--- config.mk ---
export PLATFORM = sky130hd
export DESIGN_NAME = sprog_target
export DESIGN_NICKNAME = d
export VERILOG_FILES = /design/src/rtl/sprog_pkg.sv /design/src/rtl/sprog_sync.sv /design/src/rtl/sprog_frame.sv /design/src/rtl/sprog_nvm.sv /design/src/rtl/sprog_target.sv
export SDC_FILE = /design/constraint.sdc
export NUM_CORES = 1
export LEC_CHECK = 0
export BUFFER_PORTS_ARGS = -buffer_cell sky130_fd_sc_hd__buf_4
export CORE_UTILIZATION = 63
export DETAILED_ROUTE_END_ITERATION = 8
export PLACE_DENSITY = 0.83
export SYNTH_ARGS = -nofsm -noshare
export SYNTH_HDL_FRONTEND = slang
export SYNTH_SLANG_ARGS = --single-unit
--- constraint.sdc ---
create_clock -name clk -period 5 [get_ports clk]
set_input_delay 0.25 -clock clk [delete_from_list [all_inputs] [get_ports clk]]
set_output_delay 0.25 -clock clk [all_outputs]
set_load 0.005 [all_outputs]
--- src/rtl/sprog_pkg.sv ---
package sprog_pkg;

    localparam logic [7:0] POLL_BUSY  = 8'h7F;
    localparam logic [7:0] POLL_ERASE = 8'h80;
    localparam logic [7:0] ERASED     = 8'hFF;

    typedef enum logic [3:0] {
        CMD_NOP, CMD_UNLOCK, CMD_ERASE, CMD_LOCK,
        CMD_FRD, CMD_FWR, CMD_ERD, CMD_EWR, CMD_SIG
    } cmd_e;

    typedef struct packed {
        cmd_e        cmd;
        logic        hi;
        logic [11:0] faddr;
        logic [8:0]  eaddr;
        logic [1:0]  saddr;
        logic [1:0]  lock_w;   // [1] lock bit 2, [0] lock bit 1
        logic [7:0]  data;
    } instr_t;

    function automatic cmd_e decode(input logic [7:0] b0, input logic [7:0] b1);
        cmd_e c;
        c = CMD_NOP;
        if (b0 == 8'hAC) begin
            if (b1 == 8'h53)              c = CMD_UNLOCK;
            else if (b1[7:5] == 3'b100)   c = CMD_ERASE;
            else if (b1[7:5] == 3'b111)   c = CMD_LOCK;
        end
        else if ({b0[7:4], b0[2:0]} == 7'b0010_000) c = CMD_FRD;
        else if ({b0[7:4], b0[2:0]} == 7'b0100_000) c = CMD_FWR;
        else if (b0 == 8'hA0) c = CMD_ERD;
        else if (b0 == 8'hC0) c = CMD_EWR;
        else if (b0 == 8'h30) c = CMD_SIG;
        return c;
    endfunction

    function automatic instr_t split(input logic [31:0] w);
        instr_t r;
        r.cmd    = decode(w[31:24], w[23:16]);
        r.hi     = w[27];
        r.faddr  = {w[19:16], w[15:8]};
        r.eaddr  = {w[16], w[15:8]};
        r.saddr  = w[9:8];
        r.lock_w = w[18:17];
        r.data   = w[7:0];
        return r;
    endfunction

endpackage

--- src/rtl/sprog_sync.sv ---
module sprog_sync #(
    parameter int WIDTH  = 3,
    parameter int STAGES = 2
) (
    input  logic             clk,
    input  logic             rst,
    input  logic [WIDTH-1:0] din,
    output logic [WIDTH-1:0] q,
    output logic [WIDTH-1:0] rise,
    output logic [WIDTH-1:0] fall
);
    logic [WIDTH-1:0] st [STAGES];
    logic [WIDTH-1:0] q_d;

    always_ff @(posedge clk) begin
        if (rst) st[0] <= '0;
        else     st[0] <= din;
    end

    for (genvar s = 1; s < STAGES; s++) begin : g_stage
        always_ff @(posedge clk) begin
            if (rst) st[s] <= '0;
            else     st[s] <= st[s-1];
        end
    end

    always_ff @(posedge clk) begin
        if (rst) q_d <= '0;
        else     q_d <= q;
    end

    assign q    = st[STAGES-1];
    assign rise = q & ~q_d;
    assign fall = ~q & q_d;
endmodule

--- src/rtl/sprog_frame.sv ---
module sprog_frame (
    input  logic        clk,
    input  logic        rst,
    input  logic        clr,
    input  logic        rise,
    input  logic        fall,
    input  logic        din,
    input  logic [7:0]  tx_byte,
    output logic [31:0] sr,
    output logic [1:0]  byte_idx,
    output logic        word_valid,
    output logic        miso
);
    logic [4:0] bitcnt;
    logic [7:0] txsr;

    always_ff @(posedge clk) begin
        if (clr) begin
            bitcnt     <= '0;
            sr         <= '0;
            txsr       <= '0;
            word_valid <= 1'b0;
        end else begin
            word_valid <= 1'b0;
            if (rise) begin
                sr     <= {sr[30:0], din};
                bitcnt <= bitcnt + 5'd1;
                if (bitcnt == 5'd31) word_valid <= 1'b1;
            end else if (fall) begin
                if (bitcnt[2:0] == 3'd0) txsr <= tx_byte;
                else                     txsr <= {txsr[6:0], 1'b0};
            end
        end
    end

    assign byte_idx = bitcnt[4:3];
    assign miso     = txsr[7];

    assert_miso_on_fall_R1: assert property (@(posedge clk) disable iff (rst)
        !$stable(miso) |-> ($past(fall) || $past(clr)));

    assert_word_on_rise_R12: assert property (@(posedge clk) disable iff (rst)
        word_valid |-> $past(rise));
endmodule

--- src/rtl/sprog_nvm.sv ---
module sprog_nvm #(
    parameter int FLASH_AW     = 4,
    parameter int EE_AW        = 4,
    parameter int PROG_CYC     = 1000,
    parameter int EE_ERASE_CYC = 500,
    parameter int ERASE_CYC    = 2000
) (
    input  logic                clk,
    input  logic                rst,
    input  logic                wr_flash,
    input  logic                wr_ee,
    input  logic                erase,
    input  logic                wr_hi,
    input  logic [FLASH_AW-1:0] wr_faddr,
    input  logic [EE_AW-1:0]    wr_eaddr,
    input  logic [7:0]          wdata,
    input  logic                rd_hi,
    input  logic [FLASH_AW-1:0] rd_faddr,
    input  logic [EE_AW-1:0]    rd_eaddr,
    output logic [7:0]          flash_rd,
    output logic [7:0]          ee_rd,
    output logic                busy
);
    import sprog_pkg::*;

    localparam int FDEPTH   = 2 ** (FLASH_AW + 1);
    localparam int EDEPTH   = 2 ** EE_AW;
    localparam int MAXC     = (ERASE_CYC > PROG_CYC) ? ERASE_CYC : PROG_CYC;
    localparam int CW       = $clog2(MAXC + 1);
    localparam int EE_SPLIT = PROG_CYC - EE_ERASE_CYC;

    typedef enum logic [1:0] {P_IDLE, P_FLASH, P_EE, P_ERASE} pend_e;

    logic [7:0]        flash_mem [FDEPTH];
    logic [7:0]        ee_mem    [EDEPTH];
    logic [CW-1:0]     cnt;
    pend_e             kind;
    logic [FLASH_AW:0] p_fidx;
    logic [EE_AW-1:0]  p_eidx;
    logic [7:0]        p_data;

    assign busy = (cnt != '0);

    always_ff @(posedge clk) begin
        if (rst) begin
            cnt    <= '0;
            kind   <= P_IDLE;
            p_fidx <= '0;
            p_eidx <= '0;
            p_data <= '0;
            for (int i = 0; i < FDEPTH; i++) flash_mem[i] <= ERASED;
            for (int i = 0; i < EDEPTH; i++) ee_mem[i]    <= ERASED;
        end else if (!busy && erase) begin
            for (int i = 0; i < FDEPTH; i++) flash_mem[i] <= ERASED;
            for (int i = 0; i < EDEPTH; i++) ee_mem[i]    <= ERASED;
            cnt  <= CW'(ERASE_CYC);
            kind <= P_ERASE;
        end else if (!busy && wr_flash) begin
            cnt    <= CW'(PROG_CYC);
            kind   <= P_FLASH;
            p_fidx <= {wr_faddr, wr_hi};
            p_data <= wdata;
        end else if (!busy && wr_ee) begin
            cnt    <= CW'(PROG_CYC);
            kind   <= P_EE;
            p_eidx <= wr_eaddr;
            p_data <= wdata;
        end else if (busy) begin
            cnt <= cnt - 1'b1;
            if (cnt == CW'(1)) begin
                if (kind == P_FLASH) flash_mem[p_fidx] <= p_data;
                if (kind == P_EE)    ee_mem[p_eidx]    <= p_data;
                kind <= P_IDLE;
            end
        end
    end

    always_comb begin
        if (kind == P_FLASH && p_fidx == {rd_faddr, rd_hi})
            flash_rd = POLL_BUSY;
        else
            flash_rd = flash_mem[{rd_faddr, rd_hi}];
        if (kind == P_EE && p_eidx == rd_eaddr)
            ee_rd = (cnt > CW'(EE_SPLIT)) ? POLL_ERASE : POLL_BUSY;
        else
            ee_rd = ee_mem[rd_eaddr];
    end

    assert_busy_drop_R11: assert property (@(posedge clk) disable iff (rst)
        (busy && (wr_flash || wr_ee || erase)) |=> (cnt == $past(cnt) - 1'b1));

    assert_erase_fill_R6: assert property (@(posedge clk) disable iff (rst)
        (erase && !busy) |=> (flash_mem[0] == ERASED && ee_mem[0] == ERASED));
endmodule

--- src/rtl/sprog_target.sv ---
module sprog_target #(
    parameter int          FLASH_AW     = 4,
    parameter int          EE_AW        = 4,
    parameter int          PROG_CYC     = 1000,
    parameter int          EE_ERASE_CYC = 500,
    parameter int          ERASE_CYC    = 2000,
    parameter logic [31:0] SIGNATURE    = 32'h0006931E
) (
    input  logic clk,
    input  logic rst,
    input  logic prog_rst_n,
    input  logic sck,
    input  logic mosi,
    output logic miso
);
    import sprog_pkg::*;

    logic [2:0]  s_q, s_rise, s_fall;
    logic        prog_hi, clr;
    logic [31:0] fr_sr;
    logic [1:0]  fr_idx;
    logic        fr_valid;
    logic [7:0]  tx_byte, rd_byte, flash_rd, ee_rd;
    logic        en, busy;
    logic [1:0]  lock_n;   // 1 = unprogrammed
    instr_t      ins, rdi;
    logic        do_fwr, do_ewr, do_erase, do_lock;

    sprog_sync #(.WIDTH(3), .STAGES(2)) u_sync (
        .clk(clk), .rst(rst), .din({prog_rst_n, mosi, sck}),
        .q(s_q), .rise(s_rise), .fall(s_fall)
    );

    assign prog_hi = s_q[2];
    assign clr     = rst | prog_hi;

    sprog_frame u_frame (
        .clk(clk), .rst(rst), .clr(clr), .rise(s_rise[0]), .fall(s_fall[0]),
        .din(s_q[1]), .tx_byte(tx_byte), .sr(fr_sr), .byte_idx(fr_idx),
        .word_valid(fr_valid), .miso(miso)
    );

    assign ins = split(fr_sr);
    assign rdi = split({fr_sr[23:0], 8'h00});

    assign do_fwr   = fr_valid && en && ins.cmd == CMD_FWR;
    assign do_ewr   = fr_valid && en && ins.cmd == CMD_EWR;
    assign do_erase = fr_valid && en && ins.cmd == CMD_ERASE;
    assign do_lock  = fr_valid && en && ins.cmd == CMD_LOCK && !busy;

    always_ff @(posedge clk) begin
        if (clr) en <= 1'b0;
        else if (fr_valid && ins.cmd == CMD_UNLOCK) en <= 1'b1;
    end

    always_ff @(posedge clk) begin
        if (rst) lock_n <= 2'b11;
        else if (do_erase && !busy) lock_n <= 2'b11;
        else if (do_lock) lock_n <= lock_n & ins.lock_w;
    end

    sprog_nvm #(
        .FLASH_AW(FLASH_AW), .EE_AW(EE_AW), .PROG_CYC(PROG_CYC),
        .EE_ERASE_CYC(EE_ERASE_CYC), .ERASE_CYC(ERASE_CYC)
    ) u_nvm (
        .clk(clk), .rst(rst), .wr_flash(do_fwr), .wr_ee(do_ewr), .erase(do_erase),
        .wr_hi(ins.hi), .wr_faddr(ins.faddr[FLASH_AW-1:0]),
        .wr_eaddr(ins.eaddr[EE_AW-1:0]), .wdata(ins.data),
        .rd_hi(rdi.hi), .rd_faddr(rdi.faddr[FLASH_AW-1:0]),
        .rd_eaddr(rdi.eaddr[EE_AW-1:0]),
        .flash_rd(flash_rd), .ee_rd(ee_rd), .busy(busy)
    );

    always_comb begin
        rd_byte = fr_sr[7:0];
        if (en) begin
            case (rdi.cmd)
                CMD_FRD: rd_byte = flash_rd;
                CMD_ERD: rd_byte = ee_rd;
                CMD_SIG: rd_byte = (lock_n == 2'b00) ? 8'h00
                                                     : SIGNATURE[8*rdi.saddr +: 8];
                default: rd_byte = fr_sr[7:0];
            endcase
        end
        case (fr_idx)
            2'd0:    tx_byte = 8'h00;
            2'd3:    tx_byte = rd_byte;
            default: tx_byte = fr_sr[7:0];
        endcase
    end

    assert_relock_R2: assert property (@(posedge clk) disable iff (rst)
        (prog_hi && en) |=> !en);

    assert_lock_sticky_R7: assert property (@(posedge clk) disable iff (rst)
        (!do_erase && $past(!rst)) |=> ((lock_n & ~$past(lock_n)) == 2'b00));
endmodule

# Word-level counts from Yosys, hierarchy flattened
# Memories as Yosys holds them, arrays and structs flattened. A register that Yosys moved wholly into a read port is not among the register bits.
# Cells that the tools add are included.
[totals]
word_cells = 264
regBits = 80
ram_bits = 390
memories = 3
in_bits = 5
[classes]
reduce_logical = 31
n_eq_ne = 33
bitwise_logic = 59
n_addsub = 2
shift = 1
muxes = 120
n_lt_le_gt_ge = 1
[memory_table]
columns = ["memory", "words", "word_bits", "read_ports", "rd_clocked_by_memory_dff", "write_ports", "line_no", "rtl"]
rows = [
  ["u_nvm.flash_mem", 32, 8, 1, 1, 32, "sprog_nvm.sv:34", "logic [7:0] flash_mem [FDEPTH];"],
  ["u_nvm.ee_mem", 16, 8, 1, 1, 16, "sprog_nvm.sv:35", "logic [7:0] ee_mem [EDEPTH];"],
  ["u_sync.st", 2, 3, 2, 0, 2, "sprog_sync.sv:12", "logic [WIDTH-1:0] st [STAGES];"],
]
[ops]
columns = ["operator", "count"]
rows = [
  ["$mux 8", 58],
  ["$mux 4", 15],
  ["$or 1x1->1", 51],
  ["$eq 8x8->1 const B", 6],
  ["$mux 11", 4],
  ["$shiftx 32x6->8 const A", 1],
  ["$mux 1", 25],
  ["$pmux 8 s3", 1],
  ["$mux 2", 11],
  ["$eq 4x3->1 const B", 4],
  ["$eq 8x6->1 const B", 2],
  ["$eq 8x7->1 const B", 2],
  ["$pmux 8 s2", 1],
  ["$reduce_or 8->1", 2],
  ["$mux 5", 3],
  ["$eq 7x5->1 const B", 2],
  ["$eq 7x6->1 const B", 2],
  ["$eq 3x3->1 const B", 4],
  ["$logic_and 1x1->1", 12],
  ["$eq 11x1->1 const B", 1],
  ["$gt 11x9->1 const B", 1],
  ["$reduce_bool 11->1", 1],
  ["$sub 11x1->11 const B", 1],
  ["$eq 4x2->1 const B", 2],
  ["other kinds (22)", 35],
]

# Logic depth before layout (Yosys ltp)
# Gate-level depths: netlist of run 1.
[logic_depth]
ltp_word = 17
mapped_depth = 11

# Modules after synthesis
# A second synthesis of run 1 with hierarchy kept.
[unflattened]
hier_cells = 1711
area_unflattened_um2 = 21896.0
[by_module_without_submodules]
columns = ["module", "cells_per_inst", "n_inst", "area_each_um2"]
rows = [
  ["sprog_nvm", 1442, 1, 19253.5],
  ["sprog_frame", 169, 1, 1773.0],
  ["sprog_target", 76, 1, 595.6],
  ["sprog_sync", 24, 1, 274.0],
]

# Worst setup path after synthesis of run 1
# OpenSTA, ideal clock, no wires.
[synth_path]
path_type = "register to register"
from = "reg u_nvm.cnt[0]"
to = "mem u_nvm.ee_mem[12][0], enable pin"
required_ns = 4.616
path_stages_with_launch = 11
arrival_ns = 2.644
path_buffers = 2
setup_slack_ns = 1.972
synth_period_minus_slack_ns = 3.028
cell_sequence = "dfxtp_1 -> inv_1 -> ha_1 -> nor2b_1 -> and2_1 -> buf_2 -> or3_4 -> nor3b_4 -> nand2_1 -> clkbuf_1 -> o21ai_0"
[synth_lines]
columns = ["item", "line_no", "rtl"]
rows = [
  ["from (decl)", "sprog_nvm.sv:36", "logic [CW-1:0] cnt;"],
  ["from (signal assigned)", "sprog_nvm.sv:56", "cnt <= CW'(ERASE_CYC);"],
  ["from (signal assigned)", "sprog_nvm.sv:59", "cnt <= CW'(PROG_CYC);"],
  ["from (signal assigned)", "sprog_nvm.sv:64", "cnt <= CW'(PROG_CYC);"],
  ["to (decl)", "sprog_nvm.sv:35", ""],
]

==> impl_metrics.env, run 1 <==
export IMPL_post_cts_buffers=0
export IMPL_status="finished, final reports clean"
export IMPL_place_hpwl_um=32700
export IMPL_p_leak_nw=5.932
export IMPL_drive_gt1_frac=0.2310
export IMPL_vias_per_cell=6.623
export IMPL_clock_skew_ns=0.01032
export IMPL_finalWirelength_um=53060
export IMPL_num_rows=68
export IMPL_insertedDiodeCount=0
export IMPL_power_density_nw_per_um2=351.2
export IMPL_die_x_um=188.9
export IMPL_final_cells=2130
export IMPL_synth_edff_count=384
export IMPL_htree_num_levels=2
export IMPL_clock_latency_ns=0.57
export IMPL_cts_tree="built"
export IMPL_wl_per_cell_um=24.91
export IMPL_yosysTopAreaCellShare=0.5239
export IMPL_whs_ns=0.07994
export IMPL_root_buffer="clkbuf_16"
export IMPL_end_kind="flip-flop"
export IMPL_path_max_fanout=30
export IMPL_grt_usage=0.3035
export IMPL_synth_main_ff_cell="edfxtp_1"
export IMPL_area_growth_pct=8.260
export IMPL_clock_path_buffers=3
export IMPL_async_flop_share=0
export IMPL_slew_violations=0
export IMPL_coreArea_um2=34460
export IMPL_vias=14110
export IMPL_route_met3_wl_um=5494
export IMPL_dieHeight_um=188.9
export IMPL_synth_top_family_by_area="simple AND/OR/NAND/NOR gates"
export IMPL_synthesis_nets=1714
export IMPL_fmax_mhz=265.8
export IMPL_syn_area_per_cell_um2=12.92
export IMPL_fin_area_um2=23830
export IMPL_yosys_top_cells_area="edfxtp_1 (52%), mux4_2 (9.9%), dfxtp_1 (8.3%), or3_1 (4.9%), or2_2 (4.6%)"
export IMPL_layout_commonest_cell="edfxtp_1"
export IMPL_place_gp_congestion=0.9280
export IMPL_synthXorXnorAreaFrac=0.007163
export IMPL_seq_area_frac_synth=0.6067
export IMPL_holdCritPathClass="in2reg"
export IMPL_tns_ns=0
export IMPL_grt_overflow_total=0
export IMPL_dr_pass1_iters=5
export IMPL_synth_fa_ha_area_frac=0.003411
export IMPL_nNetsFinal=1654
export IMPL_drt_met1_wl_um=19980
export IMPL_fin_crit_ns=3.763
export IMPL_cp_data_arrival_time_ns=3.95
export IMPL_antenna_found_initial=1
export IMPL_grt_pass1_vias=13870
export IMPL_placed_cell_area_um2=22250
export IMPL_relSlewSlack=0.1871
export IMPL_drc=0
export IMPL_synthCells=1703
export IMPL_final_cell_mix="edfxtp_1 (384), or3_1 (172), or2_2 (161)"
export IMPL_drt_iter0_drc=1676
export IMPL_synthMuxAreaShare=0.1143
export IMPL_cp_start_kind="flip-flop"
export IMPL_syn_area_um2=22010
export IMPL_critPathKind="reg2reg"
export IMPL_final_hold_viol_count=0
export IMPL_synth_ff_latch_count=475
export IMPL_num_io_pins=6
export IMPL_finalSetupViolations=0
export IMPL_ir_worst_vdd_uv=341.5
export IMPL_cts_hold_buf=3
export IMPL_cts_resized=0
export IMPL_dp_cells=2046
export IMPL_rsz0062_at_grt="no"
export IMPL_finalCritPeriodShare=0.7525
export IMPL_synth_top_cell_by_area="edfxtp_1"
export IMPL_grt_max_degree=57
export IMPL_cts_buffers=47
export IMPL_die_area_um2=35690
export IMPL_yosys_warnings=0
export IMPL_start_util=0.6387
export IMPL_clkSinkCount=475
export IMPL_clk_pin_slew_worst_paths_ns=0.06
export IMPL_crit_required_ns=5.19
export IMPL_synth_simple_area_share=0.1899
export IMPL_wl_met2_um=25630
export IMPL_highest_layer="met5"
export IMPL_grt_pass1_wl_um=81530
export IMPL_reg2reg_slack_ns=1.24
export IMPL_maxCapViolations=0
export IMPL_ant_nets=0
export IMPL_synth_cell_type_count=70
export IMPL_io_buffers=5
export IMPL_synth_compound_area_frac=0.04844
export IMPL_worstMarginPinSlew_ns=1.207
metrics by stage:
stage	power [mW]	setup WS [ns]	utilization
after floorplan	4.716	1.972	-
after global placement	4.796	1.457	0.6456
after detailed placement	4.811	1.330	0.6456
after CTS	8.375	1.295	0.6915
after global routing	8.571	0.9383	0.6915
final	8.367	1.237	0.6915
logic make-up (layout without fill, tap and decap cells):
group           count (synthesis)  after routing
flops                         475            475
fa+ha+maj                       6              6
mux                           129            129
simple gates                  750            750
xor+xnor                       18             18
buf+inv                       155            127
compound gates                170            170
worst paths after layout:
path                        from                     end  cells past startpoint
hold reg to reg   u_frame.sr[13]          u_frame.sr[14]                      2
hold / removal               rst         u_nvm.p_data[6]                      2
setup / recovery    u_nvm.cnt[0]  u_nvm.flash_mem[14][3]                      8
setup reg to reg    u_nvm.cnt[0]  u_nvm.flash_mem[14][3]                      8
synth_stat cells (all sizes together) (6+ instances only):
cell,number
inv,10
a211oi,8
nand4,7
o21ai,37
dfxtp,91
o22ai,12
xor2,12
a21oi,61
mux2,9
nor3,29
buf,33
or2,164
nand2b,65
nor4,9
a22oi,6
mux4,97
mux2i,23
nor2,56
xnor2,6
clkbuf,111
nor2b,28
or2b,6
nand3,39
or3,173
ha,6
nand2,150
edfxtp,384
and3,9
flip-flops by register name, indices dropped and copies added (netlist names), named ones only:
register / cells
u_frame.bitcnt: 5
u_nvm.p_fidx: 5
u_nvm.kind: 2
u_nvm.ee_mem: 128
u_frame.word_valid: 1
lock_n: 2
u_nvm.cnt: 11
u_sync.q_d: 1
u_sync.st: 6
u_frame.txsr: 8
en: 1
u_nvm.flash_mem: 256
u_nvm.p_eidx: 4
u_nvm.p_data: 8
u_frame.sr: 32
worst max-delay path: stages (launching register included):
cell and delay, ns:
dfxtp_1 0.36, inv_1 0.08, ha_1 0.23, nor2b_1 0.16
and2_1 0.22, nor3_2 0.46, nand3b_1 0.63, buf_4 0.45
o21ai_0 0.80
power breakdown:
group          internal, mW  switching, mW
logic                 0.125          0.277
registers              4.29         0.0368
clock network          2.13           1.50
routing by layer:
metal  vias up  global-route usage
li1       6192                   -
met1      6935              0.4145
met2       836              0.4902
met3       143             0.05153
met4         2              0.1207
met5         -                   0
final cells by class:
cell class | count | area (um2)
clock inverter | 21 | 254.0
inverter | 11 | 41.29
timing repair buffer | 35 | 295.3
fill | 2258 | 10630
multi-input combinational | 1073 | 8006
clock buffer | 60 | 1297
sequential | 475 | 13360
tap | 455 | 569.3
(Power assumes the default switching activity.)
==> run 2: changes to the inputs <==
CORE_UTILIZATION = 58   (was 63)
PLACE_DENSITY = 0.81   (was 0.83)
clock period = 3.19 ns   (was 5 ns; I/O delays follow)
==> run 2 against run 1 <==
  * Sequential share of layout area down 1.3 points
  * Clock power grew 52%
  * Largest power group unchanged
  * Hold slack improved by 0.28 ns
  * Via count up 3.1%
  * Critical path depth shrank 1
  * Largest cell class unchanged
  * Wire length is 0.35% lower
  * Non-clock buffer count up 66
  * Cell count increased by 5.6%
  * Sequential cell count did not move
==> impl_metrics.env, run 2 (same netlist as run 1, synthesis figures left out) <==
export IMPL_maxCapViolations=0
export IMPL_fin_crit_ns=3.099
export IMPL_wl_per_cell_um=23.50
export IMPL_grt_overflow_total=0
export IMPL_utilization=0.6603
export IMPL_cts_tree="built"
export IMPL_area_growth_pct=10.89
export IMPL_p_leak_nw=6.270
export IMPL_drt_iter0_drc=1675
export IMPL_p_comb_frac=0.056
export IMPL_place_gp_congestion=0.9515
export IMPL_final_cell_mix="edfxtp_1 (384), or3_1 (172), or2_2 (161)"
export IMPL_seqPwrFrac=0.520
export IMPL_num_io_pins=6
export IMPL_ir_worst_vdd_uv=365.4
export IMPL_reg_top3="u_nvm.flash_mem: 256 flops, u_nvm.ee_mem: 128 flops, u_frame.sr: 32 flops"
export IMPL_power_density_nw_per_um2=534.7
export IMPL_insertedDiodeCount=0
export IMPL_hold_path_depth=3
export IMPL_worstMarginPinSlew_ns=1.181
export IMPL_root_buffer="clkbuf_16"
export IMPL_r2r_end="u_nvm.flash_mem[2][5]"
export IMPL_clock_skew_ns=0.02362
export IMPL_dr_pass1_iters=6
export IMPL_clk_pin_slew_worst_paths_ns=0.06
export IMPL_largest_register="u_nvm.flash_mem"
export IMPL_tns_ns=0
export IMPL_slew_violations=0
export IMPL_vias_per_cell=6.462
export IMPL_r2r_start="u_nvm.cnt[1]"
export IMPL_status="finished, final reports clean"
export IMPL_worstPathCellList="inv_1 > ha_1 > nor2b_1 > and2_1 > nor3_2 > nand3b_1 > o21ai_0"
export IMPL_reg2reg_slack_ns=0.09
export IMPL_clock_latency_ns=0.58
export IMPL_fillCellCount=2592
export IMPL_holdCritPathClass="in2reg"
export IMPL_ant_nets=0
export IMPL_grt_pass1_wl_um=81480
export IMPL_min_delay_start="prog_rst_n"
export IMPL_antenna_found_initial=1
export IMPL_finalCritPeriodShare=0.9714
export IMPL_crit_start="u_nvm.cnt[1]"
export IMPL_finalSetupViolations=0
export IMPL_slowest_delay_ns=0.98
export IMPL_fmax_mhz=322.7
export IMPL_htree_num_levels=2
export IMPL_r2r_worst_path_cells=7
export IMPL_grt_max_degree=55
export IMPL_nNetsFinal=1722
export IMPL_layout_commonest_cell="edfxtp_1"
export IMPL_end_kind="flip-flop"
export IMPL_path_max_fanout=8
export IMPL_io_buffers=5
export IMPL_crit_required_ns=3.37
export IMPL_die_x_um=196.8
export IMPL_drc=0
export IMPL_whs_endpoint="u_sync.st[0][2]"
export IMPL_power_switching_share=0.2200
export IMPL_drive_gt1_frac=0.2606
export IMPL_vias=14540
export IMPL_place_hpwl_um=33890
export IMPL_relSlewSlack=0.2043
export IMPL_start_util=0.5955
export IMPL_post_cts_buffers=0
export IMPL_crit_slowest_cell="o21ai_0"
export IMPL_coreArea_um2=36960
export IMPL_crit_buf_inv=1
export IMPL_pwr_share_clk=0.424
export IMPL_finalWirelength_um=52870
export IMPL_critPathKind="reg2reg"
export IMPL_dieHeight_um=196.8
export IMPL_crit_family="simple AND/OR/NAND/NOR gates"
export IMPL_cts_buffers=49
export IMPL_final_hold_viol_count=0
export IMPL_grt_usage=0.2776
export IMPL_cp_start_kind="flip-flop"
export IMPL_p_int_mw=10.18
export IMPL_rsz0062_at_grt="no"
export IMPL_clock_path_buffers=3
export IMPL_cp_data_arrival_time_ns=3.28
export IMPL_switching_power_mw=2.871
export IMPL_grt_pass1_vias=13850
export IMPL_clkSinkCount=475
export IMPL_die_area_um2=38730
export IMPL_num_rows=70
export IMPL_largest_reg_flops=256
run 2: cell count changes in the layout (fill, tap and decap cells not counted), moves of 2 or more:
cell        change
buf_12          +3
clkbuf_8        -2
clkinvlp_4      -2
bufinv_16       -2
clkinv_8        +2
clkbuf_1        +6
clkinv_1        -3
clkinv_2        +4
buf_4          +62
run 2: layout make-up:
class                      instances  area (um2)  share of cell area
multi-input combinational       1073        8009              0.3282
clock inverter                    22       237.7            0.009741
inverter                          11       41.29            0.001692
clock buffer                      64        1292             0.05296
timing repair buffer             101       830.8             0.03404
tap                              504       630.6             0.02584
sequential                       475       13360              0.5476
run 2: how the worst max path moves through the flow:
stage	to	slack (ns)	cells past startpoint
6_report	u_nvm.flash_mem[2][5]	0.09	7
5_1_grt	u_nvm.ee_mem[14][0]	0.01	8
4_1_cts	u_nvm.flash_mem[2][5]	0.18	7
3_5_place_dp	u_nvm.flash_mem[2][5]	0.20	7
3_3_place_gp	u_nvm.ee_mem[14][4]	0.28	8
2_1_floorplan	u_nvm.ee_mem[12][0]	0.16	10
run 2: power by group through the flow:
stage | logic (mW) | registers (mW) | clock network [mW]
5_1_grt | 0.803 | 6.79 | 5.79
3_3_place_gp | 0.698 | 6.91 | 0
3_5_place_dp | 0.712 | 6.92 | 0
6_report | 0.734 | 6.79 | 5.53
4_1_cts | 0.724 | 6.78 | 5.56
2_1_floorplan | 0.489 | 6.90 | 0
run 2: layer usage:
metal | vias to the layer above | share of wire | wire (um) | global-route usage
met5 | - | 0.00025 | 13 | 0
met4 | 2 | 0.032 | 1670 | 0.09618
met3 | 138 | 0.096 | 5063 | 0.05151
met2 | 893 | 0.47 | 25110 | 0.4430
met1 | 7181 | 0.40 | 21010 | 0.3857
li1 | 6325 | - | - | -
run 2: what timing repair did:
action / in CTS / in global routing
resized for setup: 0 / 1
hold buffers: 4 / 0
endpoints found under the setup margin: 0 / 8
hold endpoints to repair: 5 / 0
run 2: metrics by stage:
| step | hold slack [ns] | power, mW | cells | worst slack (ns) | area [um2] |
|---|---|---|---|---|---|
| after floorplan | 0.2877 | 7.392 | 1703 | 0.1622 | 22010 |
| after global placement | 0.3771 | 7.609 | 2160 | 0.2821 | 22830 |
| after detailed placement | 0.3822 | 7.627 | 2160 | 0.2012 | 22830 |
| after CTS | 0.3504 | 13.07 | 2250 | 0.1764 | 24400 |
| after global routing | 0.3704 | 13.38 | 2250 | 0.01036 | 24400 |
| final | 0.3565 | 13.05 | 2250 | 0.09128 | 24400 |
run 2: worst reg2reg max path: cells and delay by family (launching register included):
family          cells  cell delay, ns
flops               1            0.36
simple gates        4            1.06
compound gates      1            0.98
buf+inv             1            0.08
fa+ha+maj           1            0.21
